===== config.mk =====
export PLATFORM = sky130hd
export DESIGN_NAME = spi_fifo_irq_ctrl
export DESIGN_NICKNAME = d
export VERILOG_FILES = /design/src/rtl/fti_pkg.sv /design/src/rtl/fti_level_cmp.sv /design/src/rtl/fti_ctl_reg.sv /design/src/rtl/fti_status_bank.sv /design/src/rtl/spi_fifo_irq_ctrl.sv
export SDC_FILE = /design/constraint.sdc
export NUM_CORES = 1
export LEC_CHECK = 0
export BUFFER_PORTS_ARGS = -buffer_cell sky130_fd_sc_hd__buf_2
export CAP_MARGIN = 15
export CORE_AREA = 3 3 95 97
export DETAILED_ROUTE_END_ITERATION = 10
export DIE_AREA = 0 0 98 100
export GPL_ROUTABILITY_DRIVEN = 0
export GPL_TIMING_DRIVEN = 0
export PLACE_DENSITY = 0.73
export SLEW_MARGIN = 20
export SYNTH_ARGS = -nofsm -noshare
export SYNTH_HDL_FRONTEND = slang
export SYNTH_HIERARCHICAL = 1
export SYNTH_SLANG_ARGS = --single-unit

===== constraint.sdc =====
create_clock -name clk -period 3.3 [get_ports clk]
set_input_delay 0.33 -clock clk [delete_from_list [all_inputs] [get_ports clk]]
set_output_delay 0.33 -clock clk [all_outputs]
set_load 0.01 [all_outputs]

===== src/rtl/fti_pkg.sv =====
package fti_pkg;

    localparam int NUM_EVT    = 4;
    localparam int EVT_STRIDE = 4;
    localparam int TRIG_W     = 8;

    // event index i lives at status/enable bit EVT_STRIDE*i
    localparam int EV_RX_RDY  = 0;
    localparam int EV_TX_REQ  = 1;
    localparam int EV_RX_OVF  = 2;
    localparam int EV_DONE    = 3;

    localparam int RX_TRIG_LSB = 0;
    localparam int TX_TRIG_LSB = 16;
    localparam int RX_RST_BIT  = 15;
    localparam int TX_RST_BIT  = 31;
    localparam int TX_CNT_LSB  = 16;

    function automatic logic [31:0] spread_evt(input logic [NUM_EVT-1:0] e);
        logic [31:0] w;
        w = '0;
        for (int i = 0; i < NUM_EVT; i++) begin
            w[EVT_STRIDE*i] = e[i];
        end
        return w;
    endfunction

    function automatic logic [NUM_EVT-1:0] gather_evt(input logic [31:0] w);
        logic [NUM_EVT-1:0] e;
        for (int i = 0; i < NUM_EVT; i++) begin
            e[i] = w[EVT_STRIDE*i];
        end
        return e;
    endfunction

endpackage


===== src/rtl/fti_level_cmp.sv =====
module fti_level_cmp #(
    parameter int CNT_W  = 7,
    parameter int TRIG_W = 8
) (
    input  logic [CNT_W-1:0]  rx_count,
    input  logic [CNT_W-1:0]  tx_count,
    input  logic [TRIG_W-1:0] rx_trig,
    input  logic [TRIG_W-1:0] tx_trig,
    output logic              rx_hit,
    output logic              tx_hit
);
    localparam int CMP_W = (CNT_W > TRIG_W) ? CNT_W : TRIG_W;

    logic [CMP_W-1:0] rx_c, tx_c, rx_t, tx_t;

    always_comb begin
        rx_c   = CMP_W'(rx_count);
        tx_c   = CMP_W'(tx_count);
        rx_t   = CMP_W'(rx_trig);
        tx_t   = CMP_W'(tx_trig);
        rx_hit = (rx_c >= rx_t);
        tx_hit = (tx_c <= tx_t);
    end
endmodule


===== src/rtl/fti_ctl_reg.sv =====
module fti_ctl_reg #(
    parameter int TRIG_W = 8
) (
    input  logic              clk,
    input  logic              rst_n,
    input  logic              we,
    input  logic [TRIG_W-1:0] rx_trig_w,
    input  logic [TRIG_W-1:0] tx_trig_w,
    input  logic              rx_flush_w,
    input  logic              tx_flush_w,
    output logic [TRIG_W-1:0] rx_trig,
    output logic [TRIG_W-1:0] tx_trig,
    output logic              rx_flush,
    output logic              tx_flush
);
    typedef struct packed {
        logic [TRIG_W-1:0] rx_trig;
        logic [TRIG_W-1:0] tx_trig;
        logic              rx_flush;
        logic              tx_flush;
    } ctl_t;

    ctl_t st_d, st_q;

    always_comb begin
        st_d          = st_q;
        st_d.rx_flush = 1'b0;
        st_d.tx_flush = 1'b0;
        if (we) begin
            st_d.rx_trig  = rx_trig_w;
            st_d.tx_trig  = tx_trig_w;
            st_d.rx_flush = rx_flush_w;
            st_d.tx_flush = tx_flush_w;
        end
    end

    always_ff @(posedge clk or negedge rst_n) begin
        if (!rst_n) st_q <= '0;
        else        st_q <= st_d;
    end

    assign rx_trig  = st_q.rx_trig;
    assign tx_trig  = st_q.tx_trig;
    assign rx_flush = st_q.rx_flush;
    assign tx_flush = st_q.tx_flush;
endmodule


===== src/rtl/fti_status_bank.sv =====
module fti_status_bank
    import fti_pkg::*;
(
    input  logic               clk,
    input  logic               rst_n,
    input  logic [NUM_EVT-1:0] set_evt,
    input  logic               clr_we,
    input  logic [NUM_EVT-1:0] clr_mask,
    input  logic               ien_we,
    input  logic [NUM_EVT-1:0] ien_w,
    input  logic               ovf_flush,
    output logic [NUM_EVT-1:0] sts,
    output logic [NUM_EVT-1:0] ien,
    output logic               irq
);
    typedef struct packed {
        logic [NUM_EVT-1:0] sts;
        logic [NUM_EVT-1:0] ien;
    } bank_t;

    bank_t st_d, st_q;
    logic [NUM_EVT-1:0] clr_eff;

    always_comb begin
        st_d    = st_q;
        clr_eff = clr_we ? clr_mask : '0;
        for (int i = 0; i < NUM_EVT; i++) begin
            st_d.sts[i] = (st_q.sts[i] & ~clr_eff[i]) | set_evt[i];
        end
        if (ovf_flush) begin
            st_d.sts[EV_RX_OVF] = 1'b0;
        end
        if (ien_we) begin
            st_d.ien = ien_w;
        end
    end

    always_ff @(posedge clk or negedge rst_n) begin
        if (!rst_n) st_q <= '0;
        else        st_q <= st_d;
    end

    assign sts = st_q.sts;
    assign ien = st_q.ien;
    assign irq = |(st_q.sts & st_q.ien);
endmodule


===== src/rtl/spi_fifo_irq_ctrl.sv =====
module spi_fifo_irq_ctrl
    import fti_pkg::*;
#(
    parameter int FIFO_DEPTH = 64,
    parameter int CNT_W      = $clog2(FIFO_DEPTH + 1)
) (
    input  logic             clk,
    input  logic             rst_n,
    input  logic [CNT_W-1:0] rx_count,
    input  logic [CNT_W-1:0] tx_count,
    input  logic             rx_ovf_evt,
    input  logic             xfer_done_evt,
    input  logic             ctl_we,
    input  logic [31:0]      ctl_wdata,
    input  logic             sts_we,
    input  logic [31:0]      sts_wdata,
    input  logic             ien_we,
    input  logic [31:0]      ien_wdata,
    output logic [31:0]      ctl_word,
    output logic [31:0]      sts_word,
    output logic [31:0]      ien_word,
    output logic [31:0]      occ_word,
    output logic             rx_fifo_rst,
    output logic             tx_fifo_rst,
    output logic             irq
);
    logic [TRIG_W-1:0]  rx_trig, tx_trig;
    logic               rx_hit, tx_hit;
    logic [NUM_EVT-1:0] set_evt, sts, ien;

    fti_ctl_reg #(.TRIG_W(TRIG_W)) u_ctl (
        .clk        (clk),
        .rst_n      (rst_n),
        .we         (ctl_we),
        .rx_trig_w  (ctl_wdata[RX_TRIG_LSB +: TRIG_W]),
        .tx_trig_w  (ctl_wdata[TX_TRIG_LSB +: TRIG_W]),
        .rx_flush_w (ctl_wdata[RX_RST_BIT]),
        .tx_flush_w (ctl_wdata[TX_RST_BIT]),
        .rx_trig    (rx_trig),
        .tx_trig    (tx_trig),
        .rx_flush   (rx_fifo_rst),
        .tx_flush   (tx_fifo_rst)
    );

    fti_level_cmp #(.CNT_W(CNT_W), .TRIG_W(TRIG_W)) u_cmp (
        .rx_count (rx_count),
        .tx_count (tx_count),
        .rx_trig  (rx_trig),
        .tx_trig  (tx_trig),
        .rx_hit   (rx_hit),
        .tx_hit   (tx_hit)
    );

    always_comb begin
        set_evt            = '0;
        set_evt[EV_RX_RDY] = rx_hit;
        set_evt[EV_TX_REQ] = tx_hit;
        set_evt[EV_RX_OVF] = rx_ovf_evt;
        set_evt[EV_DONE]   = xfer_done_evt;
    end

    // a flush command written this cycle clears overflow at the edge its pulse starts
    fti_status_bank u_bank (
        .clk       (clk),
        .rst_n     (rst_n),
        .set_evt   (set_evt),
        .clr_we    (sts_we),
        .clr_mask  (gather_evt(sts_wdata)),
        .ien_we    (ien_we),
        .ien_w     (gather_evt(ien_wdata)),
        .ovf_flush (ctl_we & ctl_wdata[RX_RST_BIT]),
        .sts       (sts),
        .ien       (ien),
        .irq       (irq)
    );

    always_comb begin
        ctl_word                             = '0;
        ctl_word[RX_TRIG_LSB +: TRIG_W]      = rx_trig;
        ctl_word[TX_TRIG_LSB +: TRIG_W]      = tx_trig;
        occ_word                             = '0;
        occ_word[0 +: CNT_W]                 = rx_count;
        occ_word[TX_CNT_LSB +: CNT_W]        = tx_count;
        sts_word                             = spread_evt(sts);
        ien_word                             = spread_evt(ien);
    end

    logic unused_wdata;
    assign unused_wdata = ^{ctl_wdata, sts_wdata, ien_wdata};
endmodule


==> impl_results.html <==
<table>
<tr><th>Metric</th><th>Value</th></tr>
<tr><th colspan="2">Power and ir drop</th></tr>
<tr><td>Portion of total power attributed to the clock network</td><td>0.217</td></tr>
<tr><td>Static leakage</td><td>1.91 nW</td></tr>
<tr><td>Power Density</td><td>roughly 300 nW/um^2</td></tr>
<tr><td>Worst IR Drop VDD</td><td>0.170 mV</td></tr>
<tr><td>Total Power Consumption</td><td>0.935 mW</td></tr>
<tr><td>Combinational group share of total power</td><td>0.381</td></tr>
<tr><td>Internal Pwr Total</td><td>0.647 mW</td></tr>
<tr><td>Psw</td><td>about 0.29 mW</td></tr>
<tr><td>Sequential power share</td><td>0.402</td></tr>
<tr><td>Sw Share</td><td>0.309</td></tr>
<tr><th colspan="2">Place</th></tr>
<tr><td>Pre-CTS setup slack</td><td>~1.8 ns</td></tr>
<tr><td>Port-buffer cells</td><td>87</td></tr>
<tr><td>Placed wire-length estimate after detailed placement</td><td>4180 um</td></tr>
<tr><td>Placement-stage cell area</td><td>between 3000 and 4000 sq um</td></tr>
<tr><td>Placed Cells incl. Taps</td><td>between 400 and 500</td></tr>
<tr><th colspan="2">Clock network</th></tr>
<tr><td>Maximum root-to-sink buffer count</td><td>2</td></tr>
<tr><td>CTS buffer count</td><td>3</td></tr>
<tr><td>Skew-Pair Late Insertion Delay</td><td>0.26 ns</td></tr>
<tr><td>Clock Sinks</td><td>26</td></tr>
<tr><td>CTS H-tree lvls</td><td>1</td></tr>
<tr><td>Clk slew on worst S/H paths</td><td>~0.090 ns</td></tr>
<tr><td>Root buffer selected by CTS</td><td>clkbuf_8</td></tr>
<tr><td>Clock tree from TritonCTS</td><td>built</td></tr>
<tr><td>Hold Buf Count CTS</td><td>0</td></tr>
<tr><td>PostCTS Resize Cnt</td><td>0</td></tr>
<tr><td>Setup bufs post-CTS</td><td>0</td></tr>
<tr><th colspan="2">Timing</th></tr>
<tr><td>Slew HR</td><td>0.593</td></tr>
<tr><td>Final Hold Viols</td><td>0</td></tr>
<tr><td>Skew final</td><td>0.00270 ns</td></tr>
<tr><td>Pins over their slew limit</td><td>0</td></tr>
<tr><td>Worst hold slack</td><td>roughly 0.063 ns</td></tr>
<tr><td>RSZ-0062 raised after global routing</td><td>no</td></tr>
<tr><td>Fin Setup TNS</td><td>0 ns</td></tr>
<tr><td>Worst Setup Slack, final</td><td>between 1.5 and 2 ns</td></tr>
<tr><td>Number of failing setup endpoints in the final timing report</td><td>0</td></tr>
<tr><td>Worst Tran Pin Value</td><td>0.610 ns</td></tr>
<tr><td>Max Clk Rate</td><td>0.678 GHz</td></tr>
<tr><td>Fin crit share</td><td>0.447</td></tr>
<tr><td>Crit path time final</td><td>1.47 ns</td></tr>
<tr><th colspan="2">Critical path</th></tr>
<tr><td>CP Data Arrival Time</td><td>1.64 ns</td></tr>
<tr><td>Category of the worst setup path capture point</td><td>flip-flop</td></tr>
<tr><td>Biggest fanout along the worst timing path</td><td>3</td></tr>
<tr><td>Critical path start-end classification</td><td>reg -&gt; reg</td></tr>
<tr><td>Startpoint class of the critical path</td><td>flip-flop</td></tr>
<tr><td>Required arrival time at the worst endpoint</td><td>3.46 ns</td></tr>
<tr><th colspan="2">Floorplan</th></tr>
<tr><td>Boundary Pins</td><td>248</td></tr>
<tr><td>Core area</td><td>around 8200 sq um</td></tr>
<tr><td>Number of placement rows</td><td>33</td></tr>
<tr><td>Width of the die</td><td>approximately 98 um</td></tr>
<tr><td>Initial core utilization</td><td>0.264</td></tr>
<tr><td>Die Area</td><td>approximately 9800 sq um</td></tr>
<tr><td>Die height</td><td>100 um</td></tr>
<tr><th colspan="2">Layout</th></tr>
<tr><td>ANT cells</td><td>0</td></tr>
<tr><td>Fraction of layout cells with a size suffix above 1</td><td>0.548</td></tr>
<tr><td>Fillcell total</td><td>803</td></tr>
<tr><td>Area growth from synthesis to layout</td><td>44.0%</td></tr>
<tr><td>Post-layout net count</td><td>528</td></tr>
<tr><td>Layout Cell Area excl Fill</td><td>3130 sq um</td></tr>
<tr><td>Post-layout util</td><td>0.381</td></tr>
<tr><td>Post-layout instance count excluding filler cells</td><td>between 500 and 600</td></tr>
<tr><th colspan="2">Drt</th></tr>
<tr><td>Average detailed-routed wire length per instance</td><td>9.34 um</td></tr>
<tr><td>Highest Signal Layer</td><td>met4</td></tr>
<tr><td>Via-per-instance ratio</td><td>3.32</td></tr>
<tr><td>Length of the first detailed-routing pass in iterations</td><td>4</td></tr>
<tr><td>Post-detailed-routing wire length</td><td>4680 um</td></tr>
<tr><td>Post-DRT Antenna Nets</td><td>0</td></tr>
<tr><td>Vias after detailed routing</td><td>1661</td></tr>
<tr><td>Remaining routing DRC violations</td><td>0</td></tr>
<tr><td>Total length of routed met2 wires</td><td>2330 um</td></tr>
<tr><td>DR iter-0 viols</td><td>17</td></tr>
<tr><td>DR WL met3</td><td>606 um</td></tr>
<tr><td>Wire length on met1</td><td>1720 um</td></tr>
<tr><th colspan="2">Global routing</th></tr>
<tr><td>Global-route wire length before repair</td><td>7290 um</td></tr>
<tr><td>Grt ovf</td><td>0</td></tr>
<tr><td>Overall track demand over capacity in global routing</td><td>0.0910</td></tr>
<tr><td>Number of antenna violations at the first check in global routing</td><td>0</td></tr>
<tr><td>Maximum number of pins on one net before global-route repair</td><td>27</td></tr>
<tr><td>Number of global-route vias before repair</td><td>1506</td></tr>
<tr><th colspan="2">Logic synthesis</th></tr>
<tr><td>Count of unique library cells instantiated by Yosys</td><td>28</td></tr>
<tr><td>Synthesized instance count</td><td>216</td></tr>
<tr><td>Number of storage elements in the synthesis netlist</td><td>26</td></tr>
<tr><td>Proportion of synthesized chip area in sequential cells</td><td>0.300</td></tr>
<tr><td>Yosys warning total</td><td>6</td></tr>
<tr><td>Synth Area per Inst</td><td>10.1 sq um</td></tr>
<tr><td>Synth Cell Area</td><td>2170 sq um</td></tr>
<tr><th colspan="2">Job</th></tr>
<tr><td>Maximum capacitance violations</td><td>0</td></tr>
<tr><th colspan="2">Run status</th></tr>
<tr><td>Run status</td><td>completed</td></tr>
<tr><th colspan="2">Worst hold path</th></tr>
<tr><td>Hold/Removal Path Class</td><td>in -&gt; async</td></tr>
</table>
-- cell type report --
type / count / area, sq um / area share
Buffer: 106 / 812 / 0.260
Inverter: 15 / 56.3 / 0.0180
Multi-Input combinational cell: 158 / 987 / 0.316
Timing Repair Buffer: 87 / 435 / 0.139
Clock buffer: 4 / 55.1 / 0.0176
Sequential cell: 26 / 651 / 0.208
Tap cell: 105 / 131 / 0.0420
-- cell usage in the layout, fill, tap and decap left out, drive strengths merged, types with 2 or more instances in the layout --
| cell | count |
|---|---|
| buf | 193 |
| nand4 | 3 |
| clkbuf | 4 |
| mux2 | 20 |
| dfrtp | 26 |
| and2 | 3 |
| nand2 | 4 |
| ha | 14 |
| a21oi | 4 |
| a21o | 5 |
| nor2 | 3 |
| inv | 15 |
| conb | 90 |
| a22oi | 2 |
-- power groups by stage --
| stage | registers, mW | clock network, mW | logic [mW] |
|---|---|---|---|
| 3_3_place_gp | 0.382 | 0 | 0.349 |
| 5_1_grt | 0.382 | 0.232 | 0.397 |
| 4_1_cts | 0.377 | 0.216 | 0.357 |
| 6_report | 0.376 | 0.203 | 0.357 |
| 2_1_floorplan | 0.393 | 0 | 0.237 |
| 3_5_place_dp | 0.383 | 0 | 0.356 |
-- worst max-delay path: stages (launching register included) --
cell,delay (ns)
dfrtp_1,0.38
inv_1,0.06
ha_1,0.28
nor2b_1,0.16
o211ai_2,0.08
a21oi_1,0.15
o21bai_1,0.10
a21o_1,0.16
-- path summary, 6_finish.rpt --
path,depth (start not counted),start,to,slack [ns]
setup / recovery,7,u_ctl/tx_trig[1]$_DFFE_PN0P_,u_bank/sts[1]$_DFF_PN0_,1.83
hold / removal,1,rst_n,u_bank/ien[0]$_DFFE_PN0P_,0.06
setup reg to reg,7,u_ctl/tx_trig[1]$_DFFE_PN0P_,u_bank/sts[1]$_DFF_PN0_,1.83
hold reg to reg,1,u_bank/sts[3]$_DFF_PN0_,u_bank/sts[3]$_DFF_PN0_,0.51
max in group asynchronous,1,rst_n,u_ctl/rx_trig[4]$_DFFE_PN0P_,2.84
min in group clk,2,xfer_done_evt,u_bank/sts[3]$_DFF_PN0_,0.24
-- kinds of logic after synthesis --
family	synth area share
buf+inv	0.400
flops	0.300
mux	0.118
simple gates	0.0449
compound gates	0.0559
fa+ha+maj	0.0806
other cells	0.00173
-- synthesized netlist by cell type (all sizes together) --
library cell	n	area, sq um
a211oi	1	7.51
a21o	5	37.5
a21oi	4	20.0
a22oi	2	15.0
a311oi	1	15.0
a31oi	1	6.26
and2	3	21.3
buf	106	812
conb	1	3.75
dfrtp	26	651
ha	14	175
inv	15	56.3
mux2	20	255
nand2	4	15.0
nand2b	1	6.26
nand3	1	5.00
nand4	3	18.8
nand4b	1	8.76
nor2	3	11.3
nor2b	1	6.26
nor3	1	5.00
o211ai	1	12.5
o21bai	1	7.51
-- sequential cells by signal, summed over array words and instances (netlist names) --
signal          flops
u_ctl/rx_trig       8
u_ctl/rx_flush      1
u_ctl/tx_flush      1
u_bank/ien          4
u_bank/sts          4
u_ctl/tx_trig       8
-- metal layers --
metal,GRT usage,up-vias
met2,0.166,111
met5,0,-
met4,0.0256,0
met3,0.0271,2
met1,0.103,679
li1,-,869
Note: power is estimated with default switching activity, not from simulation.
